`src/rtl/cpu_mode_pkg.sv`:
```
package cpu_mode_pkg;

  localparam int REG_W   = 32;
  localparam int PIE_B   = 0;
  localparam int U_B     = 1;
  localparam int EH_B    = 2;
  localparam int IH_B    = 3;
  localparam int IL_LO   = 4;
  localparam int LVL_W   = 6;
  localparam int IL_HI   = IL_LO + LVL_W - 1;
  localparam int CRS_LO  = IL_HI + 1;
  localparam int SET_W   = 6;
  localparam int CRS_HI  = CRS_LO + SET_W - 1;
  localparam int PRS_LO  = CRS_HI + 1;
  localparam int PRS_HI  = PRS_LO + SET_W - 1;
  localparam int NMI_B   = PRS_HI + 1;
  localparam int RSIE_B  = NMI_B + 1;

  typedef enum logic [2:0] {
    ACT_NONE,
    ACT_IRQ,
    ACT_EXC,
    ACT_BRK,
    ACT_ERET,
    ACT_WR_ST,
    ACT_WR_EST
  } mode_act_e;

  // Bits that exist for a given set of hardware options.
  function automatic logic [REG_W-1:0] impl_mask(input bit eic, input bit mmu,
                                                  input bit mpu, input bit ecc,
                                                  input bit shadow);
    logic [REG_W-1:0] m;
    m = '0;
    m[PIE_B] = 1'b1;
    if (mmu || mpu) m[U_B] = 1'b1;
    if (mmu || ecc) m[EH_B] = 1'b1;
    if (eic) begin
      m[IH_B]        = 1'b1;
      m[IL_HI:IL_LO] = '1;
      m[NMI_B]       = 1'b1;
    end
    if (shadow) begin
      m[CRS_HI:CRS_LO] = '1;
      m[PRS_HI:PRS_LO] = '1;
      m[RSIE_B]        = 1'b1;
    end
    return m;
  endfunction

endpackage

```
`src/rtl/cpu_mode_ctrl.sv`:
```
module cpu_mode_ctrl
  import cpu_mode_pkg::*;
#(
  parameter bit SHADOW_ON = 1'b1
) (
  input  logic             ev_irq,
  input  logic             irq_shadow,
  input  logic             ev_exc,
  input  logic             ev_brk,
  input  logic             ev_eret,
  input  logic             csr_we,
  input  logic             csr_addr,
  input  logic             cur_pie,
  input  logic             cur_eh,
  input  logic             wr_u,
  input  logic             wr_eh,
  output mode_act_e        act,
  output logic             save_est,
  output logic             save_sst,
  output logic             illegal
);

  logic irq_ok;
  logic shadow_req;

  assign irq_ok     = ev_irq && cur_pie;
  assign shadow_req = irq_shadow && SHADOW_ON;

  always_comb begin
    if (irq_ok)       act = ACT_IRQ;
    else if (ev_exc)  act = ACT_EXC;
    else if (ev_brk)  act = ACT_BRK;
    else if (ev_eret) act = ACT_ERET;
    else if (csr_we)  act = csr_addr ? ACT_WR_EST : ACT_WR_ST;
    else              act = ACT_NONE;
  end

  assign save_sst = irq_ok && shadow_req;
  assign save_est = !cur_eh &&
                    (((act == ACT_IRQ) && !shadow_req) || (act == ACT_EXC));
  assign illegal  = ((act == ACT_WR_ST) || (act == ACT_WR_EST)) && wr_u && wr_eh;

endmodule

```
`src/rtl/cpu_mode_regfile.sv`:
```
module cpu_mode_regfile
  import cpu_mode_pkg::*;
#(
  parameter logic [REG_W-1:0] MASK = '1
) (
  input  logic             clk,
  input  logic             rst,
  input  mode_act_e        act,
  input  logic             save_est,
  input  logic             save_sst,
  input  logic [REG_W-1:0] wdata,
  output logic [REG_W-1:0] st_q,
  output logic [REG_W-1:0] est_q,
  output logic [REG_W-1:0] sst_q,
  output logic             sst_vld_q
);

  logic [REG_W-1:0] st_n;
  logic [REG_W-1:0] est_n;

  always_comb begin
    st_n  = st_q;
    est_n = est_q;
    case (act)
      ACT_IRQ, ACT_EXC, ACT_BRK: begin
        st_n[PIE_B] = 1'b0;
        st_n[U_B]   = 1'b0;
        st_n[EH_B]  = 1'b1;
        if (act == ACT_IRQ) st_n[IH_B] = 1'b1;
      end
      ACT_ERET:   st_n  = est_q;
      ACT_WR_ST:  st_n  = wdata;
      ACT_WR_EST: est_n = wdata;
      default: ;
    endcase
    if (save_est) est_n = st_q;
  end

  always_ff @(posedge clk) begin
    if (rst) begin
      st_q      <= '0;
      est_q     <= '0;
      sst_q     <= '0;
      sst_vld_q <= 1'b0;
    end else begin
      st_q      <= st_n & MASK;
      est_q     <= est_n & MASK;
      sst_vld_q <= save_sst;
      if (save_sst) sst_q <= st_q;
    end
  end

endmodule

```
`src/rtl/cpu_mode_regs.sv`:
```
module cpu_mode_regs
  import cpu_mode_pkg::*;
#(
  parameter bit HAS_EIC    = 1'b1,
  parameter bit HAS_MMU    = 1'b1,
  parameter bit HAS_MPU    = 1'b0,
  parameter bit HAS_ECC    = 1'b0,
  parameter bit HAS_SHADOW = 1'b1
) (
  input  logic             clk,
  input  logic             rst,
  input  logic             csr_we,
  input  logic             csr_addr,
  input  logic [REG_W-1:0] csr_wdata,
  output logic [REG_W-1:0] csr_rdata,
  input  logic             ev_irq,
  input  logic             irq_shadow,
  input  logic             ev_exc,
  input  logic             ev_brk,
  input  logic             ev_eret,
  output logic             mode_user,
  output logic             mode_pie,
  output logic             mode_eh,
  output logic [REG_W-1:0] sstatus,
  output logic             sstatus_vld,
  output logic             wr_illegal
);

  localparam logic [REG_W-1:0] MASK = impl_mask(HAS_EIC, HAS_MMU, HAS_MPU,
                                                HAS_ECC, HAS_SHADOW);

  logic [REG_W-1:0] wmask;
  logic [REG_W-1:0] st_q, est_q;
  mode_act_e        act;
  logic             save_est, save_sst, illegal;
  logic             illegal_q;
  logic [REG_W-1:0] rdata_q;

  assign wmask = csr_wdata & MASK;

  cpu_mode_ctrl #(.SHADOW_ON(HAS_SHADOW)) u_ctrl (
    .ev_irq     (ev_irq),
    .irq_shadow (irq_shadow),
    .ev_exc     (ev_exc),
    .ev_brk     (ev_brk),
    .ev_eret    (ev_eret),
    .csr_we     (csr_we),
    .csr_addr   (csr_addr),
    .cur_pie    (st_q[PIE_B]),
    .cur_eh     (st_q[EH_B]),
    .wr_u       (wmask[U_B]),
    .wr_eh      (wmask[EH_B]),
    .act        (act),
    .save_est   (save_est),
    .save_sst   (save_sst),
    .illegal    (illegal)
  );

  cpu_mode_regfile #(.MASK(MASK)) u_regs (
    .clk       (clk),
    .rst       (rst),
    .act       (act),
    .save_est  (save_est),
    .save_sst  (save_sst),
    .wdata     (wmask),
    .st_q      (st_q),
    .est_q     (est_q),
    .sst_q     (sstatus),
    .sst_vld_q (sstatus_vld)
  );

  always_ff @(posedge clk) begin
    if (rst) begin
      rdata_q   <= '0;
      illegal_q <= 1'b0;
    end else begin
      rdata_q   <= csr_addr ? est_q : st_q;
      illegal_q <= illegal;
    end
  end

  assign csr_rdata  = rdata_q;
  assign wr_illegal = illegal_q;
  assign mode_pie   = st_q[PIE_B];
  assign mode_user  = st_q[U_B];
  assign mode_eh    = st_q[EH_B];

endmodule

```
`config.mk`:
```
export PLATFORM = sky130hd
export DESIGN_NAME = cpu_mode_regs
export DESIGN_NICKNAME = d
export VERILOG_FILES = /design/src/rtl/cpu_mode_pkg.sv /design/src/rtl/cpu_mode_ctrl.sv /design/src/rtl/cpu_mode_regfile.sv /design/src/rtl/cpu_mode_regs.sv
export SDC_FILE = /design/constraint.sdc
export NUM_CORES = 1
export LEC_CHECK = 0
export ABC_AREA = 1
export CAP_MARGIN = 15
export CORE_MARGIN = 3
export CORE_UTILIZATION = 43
export CTS_CLUSTER_SIZE = 12
export DETAILED_ROUTE_END_ITERATION = 8
export PLACE_DENSITY = 0.77
export SLEW_MARGIN = 20
export SYNTH_ARGS = -nofsm -noshare
export SYNTH_HDL_FRONTEND = slang
export SYNTH_SLANG_ARGS = --single-unit
```
`constraint.sdc`:
```
create_clock -name clk -period 3.22 [get_ports clk]
set_input_delay 0.644 -clock clk [delete_from_list [all_inputs] [get_ports clk]]
set_output_delay 0.644 -clock clk [all_outputs]
set_load 0.1 [all_outputs]
```
==> impl_metrics.ini <==
[grt]
antenna_found_initial = 0
grt_usage = 0.215
grt_pass1_vias = 3932
overflow = 0
grt_max_degree = 51
grt_pass1_wl_um = 19600

[floorplan]
num_rows = 35
boundaryPins = 110
coreArea_sq_um = 9460
initial_core_util = 0.452
die_h_um = 106
die_w_um = 106
die-area_sq_um = 11200

[critical_path]
reg2regPathDepth = 9
worstPathMaxFanout = 15
crit_type = in2reg
required_ps = 3510
arrival_ps = 2680
cp-end-kind = register
r2r_slack_ps = 1280
critPathLaunchType = primary input

[synth]
yosys-top-cells-count = dfxtp_1 (98), a21oi_1 (94), nand2_1 (89)
synth_cell_types = 22
syn-mean-instance-area_sq_um = 7.45
synth.area.top_cells = dfxtp_1 (46%), a21oi_1 (11%), nand3_1 (9.4%), nand2_1 (7.8%), o21ai_0 (5.3%)
synth.most_common_cell = dfxtp_1
syn_area_sq_um = 4280
synth-seq-cells = 98
synth_edf_count = 0
synth_ff_type = dfxtp_1
synth-seq-area-share = 0.459
syn_inst = 574
ys_warn_count = 0
yosysTopAreaCell = dfxtp_1
synth_async_sr_flop_share = 0
netlist.area_leader.share = 0.459

[finish]
multi_input_area_sq_um = 1880
antennaDiodeCount = 0
num-nets-final = 681
regArea_sq_um = 1960
drive_gt1_frac = 0.155
synthToLayoutAreaGrowth_pct = 22.8
filler_cell_count = 887
fin_area_sq_um = 5250

[timing]
max_freq_mhz = 419
finalMaxSlewViolations = 0
hold_viol = 0
setup_viol = 0
worst_pin_slew_ps = 748
period_needed_ps = 2390
skew_ps = 9.82
grt_setup_unrepaired = no
setup_tns_ps = 0
finalCritPeriodShare = 0.741
relSlewSlack = 0.500
worst_slack_ps = 833

[clocking]
post_cts_buffers = 0
clk_pin_slew_ps = 90
numClockSinks = 98
clock_latency_ps = 360
htree_levels = 3
postCtsHoldBufs = 0
root_buffer = clkbuf_8
cts_buffers = 9
cts_resized = 0
cts_tree = built
clk_path_buf_depth = 2

[place]
dp_hpwl_um = 8280
placement.io_buffers = 85
gp_congestion = 0.878
pre_cts_slack_ps = 527
dpl_cell_area_sq_um = 5020

[routing]
vias = 4327
drt_first_pass_iters = 6
first_iter_violations = 516
drcViolationCount = 0
vias_per_cell = 5.60
wl_um = 12400
routedWlPerCell_um = 16.0
antenna_left = 0

[worst_hold_path]
min_path_type = reg2reg
whs_path_depth = 2

[run_status]
status = finished, final reports clean

[pwr]
ir_worst_vdd_mv = 0.224
p_per_area_nw_per_um2 = 538
p_leak_uw = 0.00216

[job]
drv_cap = 0
## registers in the layout, indices dropped and copies added, names as in the netlist
| name | cells |
|---|---|
| csr_rdata | 24 |
| u_regs.est_q | 24 |
| u_regs.sst_q | 24 |
| u_regs.st_q | 24 |
| u_regs.sst_vld_q | 1 |
| wr_illegal | 1 |
## power breakdown
group / leakage (uW) / total [uW] / switching, uW / internal, uW
registers: 0.000800 / 1310 / 40.8 / 1270
logic: 0.00124 / 617 / 460 / 158
clock network: 0.000116 / 895 / 418 / 478
total: 0.00216 / 2830 / 918 / 1910
## cell usage in the layout, fill, tap and decap left out, types with 3 or more instances in the layout
master           instances
a21oi_1                 94
clkbuf_8                11
nand2_1                 89
dfxtp_1                 98
clkdlybuf4s50_1         31
inv_2                    5
buf_4                   72
o21ai_1                  3
conb_1                  16
nand3_1                 80
o21ai_0                 45
nor2_1                   7
nand4_1                 26
inv_1                   34
o22ai_1                 20
## final timing paths
kind,startpoint,to
setup / recovery,ev_exc,u_regs.est_q[21]$_SDFFE_PP0P_
hold reg to reg,u_regs.sst_q[20]$_SDFFE_PP0P_,u_regs.sst_q[20]$_SDFFE_PP0P_
hold / removal,u_regs.sst_q[20]$_SDFFE_PP0P_,u_regs.sst_q[20]$_SDFFE_PP0P_
setup reg to reg,u_regs.st_q[0]$_SDFFE_PP0P_,u_regs.est_q[21]$_SDFFE_PP0P_
## routing by layer
layer	vias to the layer above	track usage	wire length, um
met5	-	0	0
met4	0	0.0944	298
met3	26	0.0361	1090
met2	219	0.324	5630
met1	2017	0.303	5360
li1	2065	-	-
## layout make-up
| class | instances | area share |
|---|---|---|
| sequential | 98 | 0.374 |
| multi-input combinational | 387 | 0.358 |
| timing repair buffer | 105 | 0.167 |
| tap | 129 | 0.0308 |
| clock buffer | 11 | 0.0288 |
| inverter | 39 | 0.0279 |
| clock inverter | 4 | 0.0141 |
## through the flow
stage	utilization	cells	power [uW]	hold slack, ps
after floorplan	-	589	1810	449
after global placement	0.531	758	1930	447
after detailed placement	0.531	758	1950	460
after CTS	0.555	773	2830	474
after global routing	0.555	773	2930	500
final	0.555	773	2830	469
## logic make-up (layout without fill, tap and decap cells)
logic type	count (synthesis)	count (layout)	synth area share
compound gates	163	163	0.199
flops	98	98	0.459
simple gates	208	208	0.226
buf+inv	104	159	0.115
other cells	1	16	0.000877
## worst max-delay path, cell delays in order
cell and delay (ps):
clkdlybuf4s50_1 490, nor2_4 210, nand2_1 90, nor2_2 160
or2_1 140, inv_2 40, nand2_1 320, buf_4 290
nand3_1 110, a21oi_1 170
(Power assumes the default switching activity.)
